### config.mk
export PLATFORM = sky130hd
export DESIGN_NAME = flash_prog_seq
export DESIGN_NICKNAME = d
export VERILOG_FILES = /design/src/rtl/flash_prog_pkg.sv /design/src/rtl/flash_blk_seq.sv /design/src/rtl/flash_array.sv /design/src/rtl/flash_prog_seq.sv
export SDC_FILE = /design/constraint.sdc
export NUM_CORES = 2
export LEC_CHECK = 0
export CAP_MARGIN = 25
export CORE_UTILIZATION = 35
export CTS_CLUSTER_DIAMETER = 50
export DETAILED_ROUTE_END_ITERATION = 10
export PLACE_DENSITY = 0.57
export SLEW_MARGIN = 15
export SYNTH_ARGS = -nofsm -noshare
export SYNTH_HDL_FRONTEND = slang
export SYNTH_SLANG_ARGS = --single-unit
export TNS_END_PERCENT = 100
### constraint.sdc
create_clock -name clk_i -period 5.32 [get_ports clk_i]
set_input_delay 0.532 -clock clk_i [delete_from_list [all_inputs] [get_ports clk_i]]
set_output_delay 0.532 -clock clk_i [all_outputs]
set_load 0.01 [all_outputs]
### src/rtl/flash_prog_pkg.sv
package flash_prog_pkg;
  localparam int DW_W   = 64;
  localparam int WORD_W = 32;

  typedef struct packed {
    logic ehv;
    logic ers;
    logic pgm;
  } ctl_t;
endpackage

### src/rtl/flash_blk_seq.sv
module flash_blk_seq
  import flash_prog_pkg::*;
#(
  parameter int ROW_W       = 4,
  parameter int PROG_CYCLES = 8,
  localparam int CNT_W      = $clog2(PROG_CYCLES + 1)
) (
  input  logic              clk_i,
  input  logic              rst_ni,
  input  logic              ctl_we_i,
  input  logic [2:0]        ctl_i,
  input  logic              deny_i,
  input  logic              dat_we_i,
  input  logic              dat_hit_i,
  input  logic              dat_word_i,
  input  logic [ROW_W-1:0]  dat_row_i,
  input  logic [WORD_W-1:0] dat_i,
  input  logic              lock_i,
  output logic              pgm_o,
  output logic              ers_o,
  output logic              ehv_o,
  output logic              done_o,
  output logic              pass_o,
  output logic              wr_en_o,
  output logic [ROW_W-1:0]  wr_row_o,
  output logic [DW_W-1:0]   wr_data_o
);
  localparam logic [WORD_W-1:0] ONES = '1;

  ctl_t              ctl;
  logic              pgm_q, ers_q, ehv_q, done_q, pass_q, il_q;
  logic [CNT_W-1:0]  cnt_q;
  logic [ROW_W-1:0]  row_q;
  logic [DW_W-1:0]   buf_q;
  logic              fin, ok;

  assign ctl = ctl_t'(ctl_i);
  assign fin = ehv_q && !done_q && (cnt_q == '0);
  assign ok  = il_q && pgm_q && !lock_i;

  always_ff @(posedge clk_i or negedge rst_ni) begin
    if (!rst_ni) begin
      pgm_q  <= 1'b0;
      ers_q  <= 1'b0;
      ehv_q  <= 1'b0;
      done_q <= 1'b0;
      pass_q <= 1'b0;
      il_q   <= 1'b0;
      cnt_q  <= '0;
      row_q  <= '0;
      buf_q  <= '1;
    end else begin
      // run countdown
      if (ehv_q && !done_q) begin
        if (cnt_q == '0) begin
          done_q <= 1'b1;
          pass_q <= ok;
        end else begin
          cnt_q <= cnt_q - 1'b1;
        end
      end
      // control register
      if (ctl_we_i) begin
        if (ehv_q) begin
          if (!ctl.ehv) begin
            ehv_q  <= 1'b0;
            done_q <= 1'b0;
            il_q   <= 1'b0;
          end
        end else if (!(deny_i && (ctl.pgm || ctl.ers))) begin
          pgm_q <= ctl.pgm;
          ers_q <= ctl.ers;
          if (!ctl.pgm) il_q <= 1'b0;
          if (ctl.ehv && (ctl.pgm || ctl.ers)) begin
            ehv_q  <= 1'b1;
            done_q <= 1'b0;
            pass_q <= 1'b0;
            cnt_q  <= CNT_W'(PROG_CYCLES - 1);
          end
        end
      end
      // data writes
      if (dat_we_i && pgm_q && !ehv_q) begin
        if (!il_q) begin
          if (dat_hit_i) begin
            il_q  <= 1'b1;
            row_q <= dat_row_i;
            buf_q <= dat_word_i ? {dat_i, ONES} : {ONES, dat_i};
          end
        end else if (dat_word_i) begin
          buf_q[DW_W-1:WORD_W] <= dat_i;
        end else begin
          buf_q[WORD_W-1:0] <= dat_i;
        end
      end
    end
  end

  assign pgm_o     = pgm_q;
  assign ers_o     = ers_q;
  assign ehv_o     = ehv_q;
  assign done_o    = done_q;
  assign pass_o    = pass_q;
  assign wr_en_o   = fin && ok;
  assign wr_row_o  = row_q;
  assign wr_data_o = buf_q;

  AST_DONE_NEEDS_EHV: assert property (@(posedge clk_i) disable iff (!rst_ni)
    done_q |-> ehv_q);
  AST_DONE_AFTER_RUN: assert property (@(posedge clk_i) disable iff (!rst_ni)
    $rose(done_q) |-> $past(ehv_q));
  AST_MODE_FROZEN: assert property (@(posedge clk_i) disable iff (!rst_ni)
    $past(ehv_q) |-> ($stable(pgm_q) && $stable(ers_q)));
endmodule

### src/rtl/flash_array.sv
module flash_array
  import flash_prog_pkg::*;
#(
  parameter int NBLK  = 2,
  parameter int ROW_W = 4,
  parameter int BLK_W = 1,
  localparam int DEPTH = 1 << ROW_W
) (
  input  logic             clk_i,
  input  logic             rst_ni,
  input  logic             wr_en_i   [NBLK],
  input  logic [ROW_W-1:0] wr_row_i  [NBLK],
  input  logic [DW_W-1:0]  wr_data_i [NBLK],
  input  logic [BLK_W-1:0] rd_blk_i,
  input  logic [ROW_W-1:0] rd_row_i,
  output logic [DW_W-1:0]  rd_data_o
);
  logic [DW_W-1:0] mem_q [NBLK][DEPTH];

  for (genvar b = 0; b < NBLK; b++) begin : g_blk
    for (genvar r = 0; r < DEPTH; r++) begin : g_row
      always_ff @(posedge clk_i or negedge rst_ni) begin
        if (!rst_ni) mem_q[b][r] <= '1;
        else if (wr_en_i[b] && (wr_row_i[b] == ROW_W'(r)))
          mem_q[b][r] <= mem_q[b][r] & wr_data_i[b];
      end

      AST_NO_BIT_RISE: assert property (@(posedge clk_i) disable iff (!rst_ni)
        1'b1 |=> ((mem_q[b][r] & ~$past(mem_q[b][r])) == '0));
    end
  end

  assign rd_data_o = mem_q[rd_blk_i][rd_row_i];
endmodule

### src/rtl/flash_prog_seq.sv
module flash_prog_seq
  import flash_prog_pkg::*;
#(
  parameter int NBLK        = 2,
  parameter int DEPTH       = 16,
  parameter int PROG_CYCLES = 8,
  localparam int ROW_W      = $clog2(DEPTH),
  localparam int BLK_W      = (NBLK > 1) ? $clog2(NBLK) : 1,
  localparam int AW         = BLK_W + ROW_W + 3
) (
  input  logic              clk_i,
  input  logic              rst_ni,
  input  logic              ctl_we_i,
  input  logic [BLK_W-1:0]  ctl_blk_i,
  input  logic [2:0]        ctl_wdata_i,
  input  logic              dat_we_i,
  input  logic [AW-1:2]     dat_addr_i,
  input  logic [31:0]       dat_wdata_i,
  input  logic [NBLK-1:0]   lock_i,
  input  logic [AW-1:3]     rd_addr_i,
  output logic [63:0]       rd_data_o,
  output logic [NBLK-1:0]   pgm_o,
  output logic [NBLK-1:0]   ers_o,
  output logic [NBLK-1:0]   ehv_o,
  output logic [NBLK-1:0]   done_o,
  output logic [NBLK-1:0]   pass_o
);
  logic [NBLK-1:0]  mode;
  logic             wr_en   [NBLK];
  logic [ROW_W-1:0] wr_row  [NBLK];
  logic [DW_W-1:0]  wr_data [NBLK];

  logic [BLK_W-1:0] dat_blk;
  logic [ROW_W-1:0] dat_row;
  assign dat_blk = dat_addr_i[AW-1 -: BLK_W];
  assign dat_row = dat_addr_i[ROW_W+2:3];
  assign mode    = pgm_o | ers_o;

  for (genvar b = 0; b < NBLK; b++) begin : g_seq
    logic deny;
    // another block already owns a modify operation
    assign deny = |(mode & ~(NBLK'(1) << b));

    flash_blk_seq #(
      .ROW_W      (ROW_W),
      .PROG_CYCLES(PROG_CYCLES)
    ) u_seq (
      .clk_i     (clk_i),
      .rst_ni    (rst_ni),
      .ctl_we_i  (ctl_we_i && (ctl_blk_i == BLK_W'(b))),
      .ctl_i     (ctl_wdata_i),
      .deny_i    (deny),
      .dat_we_i  (dat_we_i),
      .dat_hit_i (dat_blk == BLK_W'(b)),
      .dat_word_i(dat_addr_i[2]),
      .dat_row_i (dat_row),
      .dat_i     (dat_wdata_i),
      .lock_i    (lock_i[b]),
      .pgm_o     (pgm_o[b]),
      .ers_o     (ers_o[b]),
      .ehv_o     (ehv_o[b]),
      .done_o    (done_o[b]),
      .pass_o    (pass_o[b]),
      .wr_en_o   (wr_en[b]),
      .wr_row_o  (wr_row[b]),
      .wr_data_o (wr_data[b])
    );
  end

  flash_array #(
    .NBLK (NBLK),
    .ROW_W(ROW_W),
    .BLK_W(BLK_W)
  ) u_array (
    .clk_i    (clk_i),
    .rst_ni   (rst_ni),
    .wr_en_i  (wr_en),
    .wr_row_i (wr_row),
    .wr_data_i(wr_data),
    .rd_blk_i (rd_addr_i[AW-1 -: BLK_W]),
    .rd_row_i (rd_addr_i[ROW_W+2:3]),
    .rd_data_o(rd_data_o)
  );

  AST_ONE_MODIFY_OWNER: assert property (@(posedge clk_i) disable iff (!rst_ni)
    $countones(mode) <= 1);
  AST_RUN_HAS_MODE: assert property (@(posedge clk_i) disable iff (!rst_ni)
    (ehv_o & ~mode) == '0);
endmodule

==> run_results.csv <==
group,metric,value,unit
status,status,"finished, final reports clean",
job,max_cap_viol_count,0,
logic_synthesis,synth_edf_count,0,
floorplan,die_h,522,um
min_path,hp-start,"dat_addr_i[5]",
clocking,clk_transition_reported_paths,0.07,ns
setup_path,slowest_delay,0.63,ns
timing,fin_ws,1.02,ns
layout,stdcell_count,10700,
clocking,cts_hold_buf,1,
timing,period_needed,4.30,ns
setup_path,rr_startpoint,"g_seq[1].u_seq.cnt_q[0]",
global_route,overflow,0,
drt,drc,0,
drt,postRouteAntennaNets,0,
logic_synthesis,syn_area,94500,um^2
timing,tns,0,ns
floorplan,die_x,522,um
drt,firstDrtPassIters,5,
logic_synthesis,ys_warn_count,0,
logic_synthesis,syn-num-nets,6972,
logic_synthesis,synth_flop_cell,"dfstp_2",
min_path,min_delay_path_depth,3,
timing,rsz0062_at_grt,"no",
placed_design,dp_slack,0.997,ns
clocking,max-clock-path-buffers,4,
global_route,grt_start_max_net_pins,191,
pwr,ir_worst_vdd,300,uV
global_route,grt_pass1_wl,453000,um
setup_path,crit_type,"in -> out",
placed_design,placed_cells,10300,
setup_path,critPathTopFamily,"buffers and inverters",
floorplan,coreArea,268000,um^2
min_path,min_to,"g_seq[1].u_seq.wr_row_o[2]",
setup_path,crit_path_start_kind,"input port",
global_route,grt_pass1_vias,64500,
timing,setup_viol,0,
placed_design,dp_hpwl,169000,um
clocking,cts_sinks,2204,
setup_path,rr_endpoint,"u_array.mem_q[462]",
clocking,cts_tree,"yes",
timing,hold_slack,0.222,ns
pwr,powerDensity,383,nW/um^2
min_path,hold_path_class,"in -> reg",
setup_path,end_kind,"output pin",
timing,skew,0.0562,ns
clocking,clk_latency,0.91,ns
floorplan,start_util,35.2,%
drt,drt-initial-drc-count,5142,
clocking,numCtsBuffers,244,
global_route,grtUsageTotal,22.4,%
clocking,root_buffer,"clkbuf_16",
timing,finalHoldViolations,0,
setup_path,crit_slowest_cell,"clkdlybuf4s50_1",
placed_design,place.gp.congestion,0.794,
logic_synthesis,yosysSeqAreaShare,61.3,%
clocking,post-cts-setup-buffers,0,
floorplan,dieArea,272000,um^2
logic_synthesis,async_flop_share,100,%
drt,vias_per_cell,5.71,
timing,fmax,233,MHz
logic_synthesis,syn_inst,6917,
logic_synthesis,ys_ff_latch,2204,
layout,fin_nets,7005,
setup_path,cp_data_arrival_time,3.76,ns
placed_design,port-buffer-count,126,
clocking,cts_resized,0,
setup_path,worstPathRequired,4.79,ns
layout,synthToLayoutAreaGrowth,14.8,%
logic_synthesis,synth.distinct_cells,61,
timing,relSlewSlack,14.2,%
global_route,antenna_found_initial,21,
drt,wl_per_cell,28.6,um
setup_path,rrSetupSlack,1.80,ns
setup_path,worstPathCellList,"buf_8 -> buf_12 -> buf_4 -> mux4_2 -> a22oi_1 -> nand4_1 -> clkdlybuf4s50_1",
layout,drive_gt1_share,43.2,%
setup_path,path_max_fanout,74,
floorplan,pin_count,127,
logic_synthesis,synth.avg_cell_area,13.7,um^2
setup_path,rr_worst_depth,8,
timing,worstMarginPinSlew,1.29,ns
clocking,cts-htree-levels,4,
timing,min_period_over_period,80.8,%
drt,drt-total-wl,306000,um
floorplan,num_rows,190,
drt,vias,61100,
setup_path,cp_num_buf_inv,4,
pwr,p_leak,39.5,nW
timing,slew_viol_final,0,
worst max path at each step:
stage                  from       endpoint  slack, ns  cells past startpoint
2_1_floorplan  rd_addr_i[7]  rd_data_o[10]       2.35                      6
3_3_place_gp   rd_addr_i[7]  rd_data_o[27]       0.97                      6
3_5_place_dp   rd_addr_i[7]  rd_data_o[27]        1.0                      6
4_1_cts        rd_addr_i[7]  rd_data_o[27]       0.98                      6
5_1_grt        rd_addr_i[4]  rd_data_o[30]       0.94                      7
6_report       rd_addr_i[4]  rd_data_o[30]       1.02                      7
routing by layer:
layer	up-vias	wire length (um)	part of all wire, %	GRT usage, %
li1	25500	-	-	-
met1	33300	134000	44	30.5
met2	1904	144000	47	36.2
met3	499	18100	5.9	3.96
met4	10	9850	3.2	7.04
met5	-	69	0.023	0
cells by family (layout without fill, tap and decap cells):
kind of cell	Yosys count	count (layout)	synth area share, %
AO/OA/AOI/OAI	2585	2585	20.0
flip-flops	2204	2204	61.3
AND/OR/NAND/NOR	864	864	4.47
multiplexers	740	740	11.8
buffers and inverters	520	749	2.36
adder cells (fa/ha/maj)	2	2	0.0265
XOR/XNOR	2	2	0.0185
other	0	4	0
layout make-up:
cell class / instances / area (um^2)
Antenna cell: 4 / 10.0
Clock buffer: 352 / 7110
Clock inverter: 90 / 1200
Fill cell: 24600 / 160000
Inverter: 18 / 67.6
Multi-Input combinational cell: 4193 / 34500
Sequential cell: 2204 / 57900
Tap cell: 3552 / 4440
Timing Repair Buffer: 289 / 3180
metrics by stage:
stage	cell area, um^2	total power, mW	utilization (%)
finish	108000	41.5	40.4
global route	108000	43.1	40.4
CTS	108000	41.8	40.4
detailed placement	100000	24.2	37.3
global placement	100000	24.1	37.3
floorplan	94500	21.4	-
placed cells by master, fill, tap and decap left out, drive strengths merged, types with 144 or more instances in the layout:
master / count
nor2b: 144
dfstp: 2176
clkbuf: 352
buf: 168
mux4: 302
a22oi: 276
nor2: 384
a21boi: 2040
mux2i: 431
a21oi: 160
worst register-to-register path: stages (launching register included):
cell      delay, ns
dfrtp_1        0.40
inv_1          0.07
ha_1           0.20
nand3b_2       0.12
or4_1          0.97
nor4_4         0.37
buf_12         0.44
buf_4          0.66
a21boi_0       0.20
flip-flops by register name, indices dropped and copies added, names as in the netlist:
name / cells
u_array.mem_q: 2048
g_seq.u_seq.wr_data_o: 128
g_seq.u_seq.cnt_q: 8
g_seq.u_seq.wr_row_o: 8
g_seq.u_seq.done_o: 2
g_seq.u_seq.ehv_o: 2
g_seq.u_seq.ers_o: 2
g_seq.u_seq.il_q: 2
g_seq.u_seq.pass_o: 2
g_seq.u_seq.pgm_o: 2
synthesized netlist by cell type (all sizes together) (6+ instances only):
master | number | share of area (%)
nand2 | 96 | 0.38
and2 | 10 | 0.066
mux4 | 302 | 7.2
buf | 227 | 1.2
a21boi | 2040 | 16
dfstp | 2176 | 61
nor3 | 24 | 0.26
o21ai | 41 | 0.22
nor2 | 384 | 1.5
nand2b | 20 | 0.13
inv | 17 | 0.068
nand3 | 105 | 0.56
a22oi | 276 | 2.2
dfrtp | 28 | 0.74
o22ai | 12 | 0.079
nor2b | 144 | 0.95
clkbuf | 275 | 1.1
mux2i | 431 | 4.6
nand4 | 50 | 0.33
a31oi | 16 | 0.11
o32ai | 10 | 0.093
a221o | 6 | 0.064
mux2 | 7 | 0.083
nor4 | 9 | 0.091
a21oi | 160 | 0.85
where the power goes:
group          internal [mW]  switching [mW]  total (mW)
Sequential              17.7           0.686        18.4
Combinational           1.28            4.28        5.56
Clock                   10.4            7.14        17.5
Total                   29.4            12.1        41.5
(Power assumes the default switching activity.)
